## src/rtl/rtc_cal_pkg.sv

```systemverilog
package rtc_cal_pkg;

  localparam logic [1:0] ADDR_TIME = 2'd0;
  localparam logic [1:0] ADDR_DATE = 2'd1;
  localparam logic [1:0] ADDR_DIV  = 2'd2;
  localparam logic [1:0] ADDR_STAT = 2'd3;

  localparam int STAT_INIT  = 7;
  localparam int STAT_ACK   = 6;
  localparam int STAT_RSF   = 5;
  localparam int STAT_INITD = 4;

  typedef struct packed {
    logic [5:0] hr;
    logic [6:0] min;
    logic [6:0] sec;
  } cal_time_t;

  typedef struct packed {
    logic [7:0] yr;
    logic [2:0] wday;
    logic [4:0] mon;
    logic [5:0] day;
  } cal_date_t;

  localparam cal_time_t TIME_RST = '{hr: 6'h00, min: 7'h00, sec: 7'h00};
  localparam cal_date_t DATE_RST = '{yr: 8'h00, wday: 3'd1, mon: 5'h01, day: 6'h01};

  function automatic logic [7:0] bcd_inc(input logic [7:0] v);
    return (v[3:0] == 4'd9) ? {v[7:4] + 4'd1, 4'd0} : {v[7:4], v[3:0] + 4'd1};
  endfunction

  function automatic logic leap_yr(input logic [7:0] y);
    if (y[4]) return (y[3:0] == 4'd2) || (y[3:0] == 4'd6);
    return (y[3:0] == 4'd0) || (y[3:0] == 4'd4) || (y[3:0] == 4'd8);
  endfunction

  function automatic logic [5:0] last_day(input logic [4:0] m, input logic [7:0] y);
    case (m)
      5'h02:                      return leap_yr(y) ? 6'h29 : 6'h28;
      5'h04, 5'h06, 5'h09, 5'h11: return 6'h30;
      default:                    return 6'h31;
    endcase
  endfunction

  function automatic logic [31:0] time_word(input cal_time_t t);
    return {10'd0, t.hr, 1'b0, t.min, 1'b0, t.sec};
  endfunction

  function automatic logic [31:0] date_word(input cal_date_t d);
    return {8'd0, d.yr, d.wday, d.mon, 2'b0, d.day};
  endfunction

  function automatic cal_time_t time_unpack(input logic [31:0] w);
    return '{hr: w[21:16], min: w[14:8], sec: w[6:0]};
  endfunction

  function automatic cal_date_t date_unpack(input logic [31:0] w);
    return '{yr: w[23:16], wday: w[15:13], mon: w[12:8], day: w[5:0]};
  endfunction

endpackage

```

## src/rtl/rtc_cal_prescaler.sv

```systemverilog
module rtc_cal_prescaler #(
  parameter int A_W = 7,
  parameter int S_W = 15
) (
  input  logic           clk_i,
  input  logic           rst_ni,
  input  logic           hold_i,
  input  logic [A_W-1:0] div_a_i,
  input  logic [S_W-1:0] div_s_i,
  output logic           tick_o
);
  logic [A_W-1:0] a_q;
  logic [S_W-1:0] s_q;
  logic a_wrap, s_wrap;

  assign a_wrap = (a_q == div_a_i);
  assign s_wrap = (s_q == div_s_i);
  assign tick_o = !hold_i && a_wrap && s_wrap;

  always_ff @(posedge clk_i or negedge rst_ni) begin
    if (!rst_ni) begin
      a_q <= '0;
      s_q <= '0;
    end else if (hold_i) begin
      a_q <= '0;
      s_q <= '0;
    end else if (a_wrap) begin
      a_q <= '0;
      s_q <= s_wrap ? '0 : s_q + 1'b1;
    end else begin
      a_q <= a_q + 1'b1;
    end
  end
endmodule

```

## src/rtl/rtc_cal_initsync.sv

```systemverilog
module rtc_cal_initsync (
  input  logic clk_i,
  input  logic rst_ni,
  input  logic stat_wr_i,
  input  logic init_d_i,
  input  logic rsf_keep_i,
  output logic init_o,
  output logic ack_o,
  output logic rsf_o
);
  logic init_q, stage_q, ack_q, rsf_q, rs_cnt_q;

  always_ff @(posedge clk_i or negedge rst_ni) begin
    if (!rst_ni) begin
      init_q   <= 1'b0;
      stage_q  <= 1'b0;
      ack_q    <= 1'b0;
      rsf_q    <= 1'b0;
      rs_cnt_q <= 1'b0;
    end else begin
      if (stat_wr_i) init_q <= init_d_i;
      stage_q <= init_q;
      ack_q   <= stage_q && init_q;
      if (stat_wr_i && !rsf_keep_i) begin
        rsf_q    <= 1'b0;
        rs_cnt_q <= 1'b0;
      end else if (!rsf_q && !init_q) begin
        if (rs_cnt_q) rsf_q <= 1'b1;
        else          rs_cnt_q <= 1'b1;
      end
    end
  end

  assign init_o = init_q;
  assign ack_o  = ack_q;
  assign rsf_o  = rsf_q;
endmodule

```

## src/rtl/rtc_cal_counter.sv

```systemverilog
module rtc_cal_counter
  import rtc_cal_pkg::*;
(
  input  logic      clk_i,
  input  logic      rst_ni,
  input  logic      tick_i,
  input  logic      ld_time_i,
  input  logic      ld_date_i,
  input  cal_time_t time_d_i,
  input  cal_date_t date_d_i,
  output cal_time_t time_o,
  output cal_date_t date_o
);
  cal_time_t t_q, t_n;
  cal_date_t d_q, d_n;
  logic c_min, c_hr, c_day, c_mon, c_yr;

  always_comb begin
    t_n = t_q;
    d_n = d_q;
    c_min = 1'b0; c_hr = 1'b0; c_day = 1'b0; c_mon = 1'b0; c_yr = 1'b0;
    if (tick_i) begin
      if (t_q.sec == 7'h59) begin t_n.sec = '0; c_min = 1'b1; end
      else t_n.sec = 7'(bcd_inc({1'b0, t_q.sec}));
    end
    if (c_min) begin
      if (t_q.min == 7'h59) begin t_n.min = '0; c_hr = 1'b1; end
      else t_n.min = 7'(bcd_inc({1'b0, t_q.min}));
    end
    if (c_hr) begin
      if (t_q.hr == 6'h23) begin t_n.hr = '0; c_day = 1'b1; end
      else t_n.hr = 6'(bcd_inc({2'b0, t_q.hr}));
    end
    if (c_day) begin
      d_n.wday = (d_q.wday == 3'd7) ? 3'd1 : d_q.wday + 3'd1;
      if (d_q.day == last_day(d_q.mon, d_q.yr)) begin d_n.day = 6'h01; c_mon = 1'b1; end
      else d_n.day = 6'(bcd_inc({2'b0, d_q.day}));
    end
    if (c_mon) begin
      if (d_q.mon == 5'h12) begin d_n.mon = 5'h01; c_yr = 1'b1; end
      else d_n.mon = 5'(bcd_inc({3'b0, d_q.mon}));
    end
    if (c_yr) d_n.yr = (d_q.yr == 8'h99) ? 8'h00 : bcd_inc(d_q.yr);
    if (ld_time_i) t_n = time_d_i;
    if (ld_date_i) d_n = date_d_i;
  end

  always_ff @(posedge clk_i or negedge rst_ni) begin
    if (!rst_ni) begin
      t_q <= TIME_RST;
      d_q <= DATE_RST;
    end else begin
      t_q <= t_n;
      d_q <= d_n;
    end
  end

  assign time_o = t_q;
  assign date_o = d_q;
endmodule

```

## src/rtl/rtc_cal_top.sv

```systemverilog
module rtc_cal_top
  import rtc_cal_pkg::*;
#(
  parameter int A_W   = 7,
  parameter int S_W   = 15,
  parameter int A_RST = 127,
  parameter int S_RST = 255
) (
  input  logic        clk_i,
  input  logic        rst_ni,
  input  logic        wr_i,
  input  logic [1:0]  addr_i,
  input  logic [31:0] wdata_i,
  output logic [31:0] rdata_o,
  output logic        tick_o
);
  localparam int A_LSB = 16;

  logic init, ack, rsf, tick;
  logic [A_W-1:0] div_a_q;
  logic [S_W-1:0] div_s_q;
  cal_time_t cal_time, sh_time_q;
  cal_date_t cal_date, sh_date_q;
  logic wr_time, wr_date, wr_div, wr_stat;

  assign wr_time = wr_i && addr_i == ADDR_TIME && ack;
  assign wr_date = wr_i && addr_i == ADDR_DATE && ack;
  assign wr_div  = wr_i && addr_i == ADDR_DIV  && ack;
  assign wr_stat = wr_i && addr_i == ADDR_STAT;

  rtc_cal_initsync u_sync (
    .clk_i, .rst_ni,
    .stat_wr_i (wr_stat),
    .init_d_i  (wdata_i[STAT_INIT]),
    .rsf_keep_i(wdata_i[STAT_RSF]),
    .init_o    (init),
    .ack_o     (ack),
    .rsf_o     (rsf)
  );

  always_ff @(posedge clk_i or negedge rst_ni) begin
    if (!rst_ni) begin
      div_a_q <= A_W'(A_RST);
      div_s_q <= S_W'(S_RST);
    end else if (wr_div) begin
      div_a_q <= wdata_i[A_LSB +: A_W];
      div_s_q <= wdata_i[S_W-1:0];
    end
  end

  rtc_cal_prescaler #(.A_W(A_W), .S_W(S_W)) u_div (
    .clk_i, .rst_ni,
    .hold_i (init),
    .div_a_i(div_a_q),
    .div_s_i(div_s_q),
    .tick_o (tick)
  );

  rtc_cal_counter u_cal (
    .clk_i, .rst_ni,
    .tick_i   (tick),
    .ld_time_i(wr_time),
    .ld_date_i(wr_date),
    .time_d_i (time_unpack(wdata_i)),
    .date_d_i (date_unpack(wdata_i)),
    .time_o   (cal_time),
    .date_o   (cal_date)
  );

  // shadow copies for the bus, frozen during init
  always_ff @(posedge clk_i or negedge rst_ni) begin
    if (!rst_ni) begin
      sh_time_q <= TIME_RST;
      sh_date_q <= DATE_RST;
    end else if (!init) begin
      sh_time_q <= cal_time;
      sh_date_q <= cal_date;
    end
  end

  always_comb begin
    rdata_o = '0;
    case (addr_i)
      ADDR_TIME: rdata_o = time_word(sh_time_q);
      ADDR_DATE: rdata_o = date_word(sh_date_q);
      ADDR_DIV: begin
        rdata_o[S_W-1:0]     = div_s_q;
        rdata_o[A_LSB +: A_W] = div_a_q;
      end
      default: begin
        rdata_o[STAT_INIT]  = init;
        rdata_o[STAT_ACK]   = ack;
        rdata_o[STAT_RSF]   = rsf;
        rdata_o[STAT_INITD] = (cal_date.yr != 8'h00);
      end
    endcase
  end

  assign tick_o = tick;
endmodule


```

## config.mk

```make
export PLATFORM = sky130hd
export DESIGN_NAME = rtc_cal_top
export DESIGN_NICKNAME = d
export VERILOG_FILES = /design/src/rtl/rtc_cal_pkg.sv /design/src/rtl/rtc_cal_prescaler.sv /design/src/rtl/rtc_cal_initsync.sv /design/src/rtl/rtc_cal_counter.sv /design/src/rtl/rtc_cal_top.sv
export SDC_FILE = /design/constraint.sdc
export NUM_CORES = 1
export LEC_CHECK = 0
export BUFFER_PORTS_ARGS = -buffer_cell sky130_fd_sc_hd__buf_4
export CORE_MARGIN = 1.5
export CORE_UTILIZATION = 30
export DETAILED_ROUTE_END_ITERATION = 12
export SYNTH_ARGS = -nofsm -noshare
export SYNTH_HDL_FRONTEND = slang
export SYNTH_HIERARCHICAL = 1
export SYNTH_SLANG_ARGS = --single-unit
```

## constraint.sdc

```tcl
create_clock -name clk_i -period 4.66 [get_ports clk_i]
set_input_delay 0.932 -clock clk_i [delete_from_list [all_inputs] [get_ports clk_i]]
set_output_delay 0.932 -clock clk_i [all_outputs]
set_load 0.005 [all_outputs]
```

== After elaboration in Yosys (flattened, before gate mapping) ==
Cells that the tools add are included.

* Register bits: 133
* Bits of input ports: 37
* Output and inout port bits: 33
* Word-level logic and storage cells: 173

* $add $sub $neg: 15
* Equal/unequal tests: 27
* Muxes and demuxes: 58
* Reductions and logical operators: 44

{| class="wikitable"
|+ Operator list
! cell !! number
|-
| $mux W7 || 8
|-
| $mux W15 || 3
|-
| $mux W6 || 7
|-
| $pmux W7 S3 || 2
|-
| $add A4 B1 Y4 const B || 7
|-
| $eq A4 B4 Y1 const B || 7
|-
| $mux W1 || 25
|-
| $mux W8 || 3
|-
| $pmux W4 S3 || 2
|-
| $mux W22 || 1
|-
| $mux W20 || 1
|-
| $reduce_bool A2 Y1 || 9
|-
| $reduce_bool A3 Y1 || 6
|-
| $add A15 B1 Y15 const B || 1
|-
| $eq A15 B15 Y1 || 1
|-
| $mux W5 || 3
|-
| $eq A7 B7 Y1 const B || 2
|-
| $reduce_and A2 Y1 || 7
|-
| $logic_and A1 B1 Y1 || 12
|-
| $pmux W6 S2 || 1
|-
| $eq A5 B3 Y1 const B || 2
|-
| $eq A5 B5 Y1 const B || 2
|-
| $add A3 B1 Y3 const B || 3
|-
| $eq A4 B3 Y1 const B || 2
|-
| other kinds (20) || 27
|}

== Longest topological paths before layout ==
Gate-level depths: netlist (run 1).

* Depth in word-level cells: 19
* Mapped depth: 12

== Modules after synthesis ==
Netlist (run 1), hierarchy kept.

{| class="wikitable"
|+ By module, submodules not included
! module !! instances !! cells each !! area each (sq um) !! sequential area each (sq um)
|-
| rtc_cal_top || 1 || 227 || 3084.2 || 1624.1
|-
| rtc_cal_counter || 1 || 346 || 2964.1 || 1054.8
|-
| rtc_cal_prescaler || 1 || 150 || 1481.4 || 550.5
|-
| rtc_cal_initsync || 1 || 13 || 187.7 || 125.1
|}

== Worst setup path before layout (run 1) ==
No wires, ideal clock.

* Path kind: register to register
* Start point: reg div_s_q[1]
* End point: reg u_cal.d_q, in the netlist u_cal/date_o[4]
* Setup time: 0.125 ns
* Arrival time: 3.095 ns
* Required time: 4.535 ns
* Slack: 1.440 ns
* Cell stages (with the launch flop): 12
* Path buffers: 1
* Cells stage by stage: dfstp_2 -> xnor2_1 -> nand4_1 -> nor4_4 -> nor2b_1 -> nand3_1 -> nor4_4 -> o211ai_2 -> nor3_4 -> buf_6 -> o22ai_1 -> mux2_2

* Word-level cells in the longest chain between the ends: 7

{| class="wikitable"
|+ RTL lines
! what !! RTL line !! source
|-
| start, declared || rtc_cal_top.sv:21 || <nowiki>logic [S_W-1:0] div_s_q;</nowiki>
|-
| start signal, assigned || rtc_cal_top.sv:44 || <nowiki>div_s_q <= S_W'(S_RST);</nowiki>
|-
| start signal, assigned || rtc_cal_top.sv:47 || <nowiki>div_s_q <= wdata_i[S_W-1:0];</nowiki>
|-
| $eq A15 B15 Y1 || rtc_cal_prescaler.sv:17 || <nowiki>assign s_wrap = (s_q == div_s_i);</nowiki>
|-
| $logic_and A1 B1 Y1 || rtc_cal_prescaler.sv:18 || <nowiki>assign tick_o = !hold_i && a_wrap && s_wrap;</nowiki>
|-
| via tick_o || rtc_cal_top.sv:15 || <nowiki>output logic tick_o</nowiki>
|-
| $mux W1 || rtc_cal_counter.sv:22 || <nowiki>if (tick_i) begin</nowiki>
|-
| $mux W1 || rtc_cal_counter.sv:26 || <nowiki>if (c_min) begin</nowiki>
|-
| $mux W1 || rtc_cal_counter.sv:30 || <nowiki>if (c_hr) begin</nowiki>
|-
| $reduce_bool A2 Y1 (no source line) || n/a ||
|-
| $reduce_and A2 Y1 (no source line) || n/a ||
|-
| end signal, assigned || rtc_cal_counter.sv:54 || <nowiki>d_q <= d_n;</nowiki>
|-
| end, declared || rtc_cal_counter.sv:15 || <nowiki>cal_date_t d_q, d_n;</nowiki>
|}

The timed path passes the listed nets, and every way through them passes these cells.
A chain may end at the register's enable or synchronous reset.

== Worst setup path after layout (run 1) ==
* Start point: reg div_s_q[1]
* End point: reg u_cal.d_q, in the netlist u_cal/date_o[4]

* Word-level cells in the longest chain between the ends: 7

{| class="wikitable"
|+ RTL lines
! what !! RTL line
|-
| $eq A15 B15 Y1 || rtc_cal_prescaler.sv:17
|-
| $logic_and A1 B1 Y1 || rtc_cal_prescaler.sv:18
|-
| $mux W1 || rtc_cal_counter.sv:22
|-
| $mux W1 || rtc_cal_counter.sv:26
|-
| $mux W1 || rtc_cal_counter.sv:30
|-
| $reduce_bool A2 Y1 (no source line) || n/a
|-
| $reduce_and A2 Y1 (no source line) || n/a
|}

Every way passes these cells.

==> results.md, run 1 <==
- CTS Buf Count: 17
- Clock sink count: 133
- Distinct cells, synth: 76
- First DRT Iteration DRCs: 334
- Critical Path Sink Type: flip-flop
- Ys async rst share: 1.00
- Complex-gate fraction of the synthesized area: 0.121
- Yosys top cell by area: dfrtp_1
- Total GRT Usage: 0.146
- Synth Warn #: 6
- CTS tree: yes
- Port Buffers: 53
- Wirelength per Cell: 16.4 um
- Starting Density: 0.306
- Slowest stage delay, CP: 0.57 ns
- Relative slew slack: 0.461
- Initial antenna violation count: 0
- Antenna cell count: 0
- Setup ws final: 1.14 ns
- Mapped Avg Cell Area: 10.5 sq um
- CP max stage cell: dfstp_2
- Leakage: 0.00385 uW
- Mapped Area: 7720 sq um
- Period utilization: 0.755
- Post-Synth Adder-Cell Area: 0.0211
- Root buf cell: clkbuf_16
- Post-synth top area share: 0.363
- Hold WS: 0.465 ns
- Crit Path Max Fanout: 14
- Maximum clock frequency: 284 MHz
- Fraction of layout cells with a size suffix above 1: 0.280
- Outcome: complete, no violations
- Number of max-cap violations: 0
- Final Hold Vio Count: 0
- DRC Markers: 0
- H-tree depth: 4
- Min Tclk post-route: 3.52 ns
- Post-synthesis mux area share: 0.148
- Layout area overhead: 16.8%
- Worst slew pin tran: 0.803 ns
- Post-CTS Setup Inserts: 0
- Final Max Tran Viols: 0
- Die area: 26700 sq um
- Startpoint class of the critical path: flip-flop
- Vias in the first global route: 5337
- CORE AREA: 25200 sq um
- WP data arrival: 3.82 ns
- RD Place Congestion: 0.829
- Via Count: 5567
- Clock-pin slew on the worst setup and hold paths: 0.06 ns
- Largest family of logic cells by synthesized area: simple AND/OR/NAND/NOR gates
- Layout Nets: 830
- WS Path Type: flip-flop to flip-flop
- Die H: 163 um
- Prevailing post-synth register cell: dfrtp_1
- EDFF count, synth: 0
- CP top delay family: simple AND/OR/NAND/NOR gates
- Vias per cell: 4.96
- Buf/Inv on CP: 1
- Ranking of synthesized cells by area: dfrtp_1, dfstp_2, mux2_2
- Largest net degree at the start of global routing: 66
- First-pass GRT wire length: 29.7 mm
- Most used cell, CP: nor4_4
- Ranking of synthesized cells by instance count: dfrtp_1, nand2_1, o21ai_0, mux2_2, xnor2_1
- Pre-antenna DRT Iters: 4
- Number of setup violations in the final report: 0
- Most common cell in the netlist: dfrtp_1
- Final ANT Viol Nets: 0
- Pwr dens: 550 nW/um^2
- Max VDD drop: 0.000246 V
- GRT overflow: 0
- Post-layout util: 0.358
- Setup Skew: 0.00814 ns
- Standard-cell row count: 58
- CTS max path bufs: 2
- Critical Path RT: 4.96 ns
- DRT Wirelength: 18.4 mm
- Sequential area share after synthesis: 0.435
- TNS Setup: 0 ns
- Xor and xnor fraction of the mapped netlist area: 0.0454
- Die Width: 163 um
- RSZ-0062 raised after global routing: no
- I/O Pins: 70
- Placement Setup Slack: 1.16 ns
- Clock Latency Late Sink: 0.42 ns
- Hold_buf cts: 0
- Critical path cell sequence: xnor2_1 > nand4_1 > nor4_4 > nor2b_1 > buf_4 > nand3_1 > nor4_4 > o211ai_2 > nor3_4 > o22ai_1 > mux2_2
- Mapped Cells: 736
- Flops & latches, synth: 133
- Post-CTS Resized: 0
- Hold WC Path Type: flip-flop to flip-flop
- Detail Placement HPWL: 13.1 mm
- Synth Area in Simple Gates: 0.185
[cell type report]
| type | count | area [sq um] |
|---|---|---|
| fillers | 2460 | 16200 |
| inverters | 21 | 78.8 |
| clock buffers | 20 | 437 |
| well taps | 330 | 413 |
| multi-input cells | 544 | 4050 |
| repair buffers | 63 | 477 |
| flip-flops and latches | 133 | 3360 |
| clock inverters | 12 | 204 |
[placed cells by master, fill, tap and decap left out, drive strengths merged, types with 5 or more instances in the layout]
master,count
a211oi,12
a21o,8
a21oi,25
and2,11
and3,10
buf,63
bufinv,5
clkbuf,20
conb,8
dfrtp,112
dfstp,21
ha,13
inv,21
mux2,69
mux2i,26
nand2,83
nand2b,14
nand3,18
nand4,9
nor2,30
nor2b,10
nor3,15
nor3b,6
nor4,10
o21ai,69
xnor2,30
xor2,10
[where the power goes]
group          internal [uW]  switching [uW]
Sequential              1620             466
Combinational            761             655
Clock                    950             506
Total                   3330            1630
[final timing paths]
kind / start / endpoint / slack (ns) / cells after the start
worst min register to register: u_sync/stage_q$_DFF_PN0_ / u_sync/ack_o$_DFF_PN0_ / 0.46 / 1
worst min-delay path: u_sync/stage_q$_DFF_PN0_ / u_sync/ack_o$_DFF_PN0_ / 0.46 / 1
min in group asynchronous: rst_ni / u_sync/rsf_o$_DFFE_PN0P_ / 0.51 / 1
worst max-delay path: div_s_q[1]$_DFFE_PN1P_ / u_cal/date_o[4]$_DFFE_PN0P_ / 1.14 / 11
worst max register to register: div_s_q[1]$_DFFE_PN1P_ / u_cal/date_o[4]$_DFFE_PN0P_ / 1.14 / 11
max in group asynchronous: rst_ni / u_cal/date_o[6]$_DFFE_PN1P_ / 3.20 / 2
[state kept, by name (all words and copies together) (netlist names)]
name,count
u_sync/init_o,1
u_cal/date_o,22
u_cal/time_o,20
u_sync/ack_o,1
div_a_q,7
div_s_q,15
u_div/a_q,7
sh_time_q,20
u_div/s_q,15
u_sync/rs_cnt_q,1
sh_date_q,22
u_sync/rsf_o,1
u_sync/stage_q,1
[metrics by stage]
step                total power (uW)  instance area, sq um  instances
floorplan                       3070                  7740        743
global placement                3480                  8370       1091
detailed placement              3530                  8370       1091
CTS                             5010                  9010       1123
global route                    5270                  9010       1123
finish                          4960                  9010       1123
[routing by layer]
metal,vias to the layer above,track usage,routed length (um)
met5,-,0,0
met3,25,0.0317,472
met4,0,0.0538,318
met2,84,0.236,8940
li1,2696,-,-
met1,2762,0.189,8660
[cells by family (layout without fill, tap and decap cells)]
| family | after synthesis | count (layout) |
|---|---|---|
| other | 1 | 8 |
| XOR/XNOR | 40 | 40 |
| flip-flops | 133 | 133 |
| multiplexers | 96 | 96 |
| buffers and inverters | 66 | 116 |
| adder cells (fa/ha/maj) | 13 | 13 |
| AND/OR/NAND/NOR | 242 | 242 |
| AO/OA/AOI/OAI | 145 | 145 |
[worst register-to-register path, cell delays in order (launching register included)]
cell      delay (ns)
dfstp_2         0.57
xnor2_1         0.13
nand4_1         0.16
nor4_4          0.51
nor2b_1         0.20
buf_4           0.17
nand3_1         0.22
nor4_4          0.37
o211ai_2        0.16
nor3_4          0.47
o22ai_1         0.16
mux2_2          0.27
Power figures use the tool's default switching activity.
==> run 2: changes to the inputs <==
==> constraint.sdc (replaced) <==
create_clock -name clk_i -period 2.83 [get_ports clk_i]
set_input_delay 0.566 -clock clk_i [delete_from_list [all_inputs] [get_ports clk_i]]
set_output_delay 0.566 -clock clk_i [all_outputs]
set_load 0.005 [all_outputs]
==> results.md, run 2 (synthesis results as in run 1) <==
- Antenna cell count: 0
- Total GRT Usage: 0.149
- First DRT Iteration DRCs: 417
- Fraction of layout cells with a size suffix above 1: 0.333
- Max VDD drop: 0.000501 V
- Largest net degree at the start of global routing: 65
- I/O Pins: 70
- Final Hold Vio Count: 0
- Via Count: 5770
- Commonest non-fill, non-tap cell in the layout: dfrtp_1
- Maximum clock frequency: 354 MHz
- Number of setup violations in the final report: 0
- RD Place Congestion: 0.811
- Die area: 26700 sq um
- Slowest stage delay, CP: 0.56 ns
- Register Area: 3360 sq um
- Startpoint class of the critical path: flip-flop
- Detail Placement HPWL: 13.6 mm
- Port Buffers: 53
- CTS max path bufs: 2
- RSZ-0062 raised after global routing: yes
- Worst slew pin tran: 0.748 ns
- CTS Buf Count: 17
- Leakage: 0.00410 uW
- Period utilization: 0.997
- Hold_buf cts: 0
- CP max stage cell: dfstp_2
- Wirelength per Cell: 16.3 um
- DRC Markers: 0
- Vias per cell: 4.95
- Die H: 163 um
- Hold WC Path Type: input port to async pin
- Pwr dens: 860 nW/um^2
- Clock Latency Late Sink: 0.42 ns
- Filler cell count: 2419
- Clock sink count: 133
- Pre-antenna DRT Iters: 5
- Setup Skew: 0.0152 ns
- Critical Path Sink Type: flip-flop
- Final Max Tran Viols: 0
- WS Path Type: flip-flop to flip-flop
- Hold WS: 0.137 ns
- Vias in the first global route: 5615
- Reg2Reg Depth: 11
- CTS tree: yes
- Crit Path Max Fanout: 3
- Relative slew slack: 0.500
- Buf/Inv on CP: 1
- Final ANT Viol Nets: 0
- Outcome: complete, no violations
- Number of max-cap violations: 0
- Clock-pin slew on the worst setup and hold paths: 0.06 ns
- CORE AREA: 25200 sq um
- CP top delay family: simple AND/OR/NAND/NOR gates
- Setup ws final: 0.00864 ns
- DRT Wirelength: 19.0 mm
- GRT overflow: 0
- Initial antenna violation count: 0
- H-tree depth: 4
- WP data arrival: 3.12 ns
- Critical Path RT: 3.13 ns
- Starting Density: 0.306
- Critical path cell sequence: xor2_2 > nor4_4 > nand4b_4 > nor2b_4 > nand3_4 > nor4_4 > o211ai_2 > nor3_4 > buf_4 > o22ai_2 > mux2_4
- Area of the multi-input gates: 4150 sq um
- Most frequent cells in the layout: dfrtp_1, buf_4, nand2_1
- Layout area overhead: 22.4%
- Standard-cell row count: 58
- Root buf cell: clkbuf_16
- Layout Nets: 872
- Most used cell, CP: nor4_4
- Placement Setup Slack: -0.0538 ns
- First-pass GRT wire length: 30.8 mm
- Die Width: 163 um
- Min Tclk post-route: 2.82 ns
- Crit path depth: 11
==> run 2: final cells by class <==
cell class	instances	share of cell area
multi-input cells	544	0.439
repair buffers	105	0.0917
inverters	21	0.00835
clock inverters	12	0.0138
flip-flops and latches	133	0.355
well taps	330	0.0437
clock buffers	20	0.0484
==> run 2: stage by stage <==
step           power (uW)  utilization  area [sq um]  TNS, ns  cells
2_1_floorplan        5060            -          7760   -0.685    743
3_3_place_gp         5820        0.345          8690  -0.0136   1126
3_5_place_dp         5890        0.345          8690   -0.105   1126
4_1_cts              8130        0.371          9340  -0.0263   1162
5_1_grt              8650        0.375          9450   -0.860   1165
6_report             8120        0.375          9450        0   1165
==> run 2: routing by layer <==
metal | routed length (um) | vias to the layer above | global-route usage
li1 | - | 2782 | -
met4 | 321 | 0 | 0.0480
met1 | 9000 | 2854 | 0.204
met3 | 539 | 23 | 0.0239
met2 | 9170 | 111 | 0.240
met5 | 0 | - | 0
==> run 2: what timing repair did <==
item,CTS,global route
gates resized for setup,4,17
pin swaps,0,2
setup endpoints to repair,6,20
buffers inserted,4,3
endpoints found under the hold margin,0,0
==> run 2: power breakdown <==
part,internal [uW],leakage (uW),switching (uW),total (uW)
clock,1340,0.000274,844,2180
sequential,2670,0.00160,751,3420
combinational,1370,0.00223,1160,2520
total,5370,0.00410,2750,8120
==> run 2: path summary, 6_finish.rpt <==
kind                                          start                      endpoint  slack (ns)
max                          div_a_q[3]$_DFFE_PN1P_   u_cal/date_o[4]$_DFFE_PN0P_       0.009
min reg2reg                u_sync/stage_q$_DFF_PN0_        u_sync/ack_o$_DFF_PN0_        0.46
min                                          rst_ni      sh_time_q[6]$_DFFE_PN0N_        0.14
min in group clk_i                      wdata_i[15]  u_cal/date_o[13]$_DFFE_PN0P_        0.35
max reg2reg                  div_a_q[3]$_DFFE_PN1P_   u_cal/date_o[4]$_DFFE_PN0P_       0.009
max in group asynchronous                    rst_ni   u_cal/time_o[8]$_DFFE_PN0P_        1.87
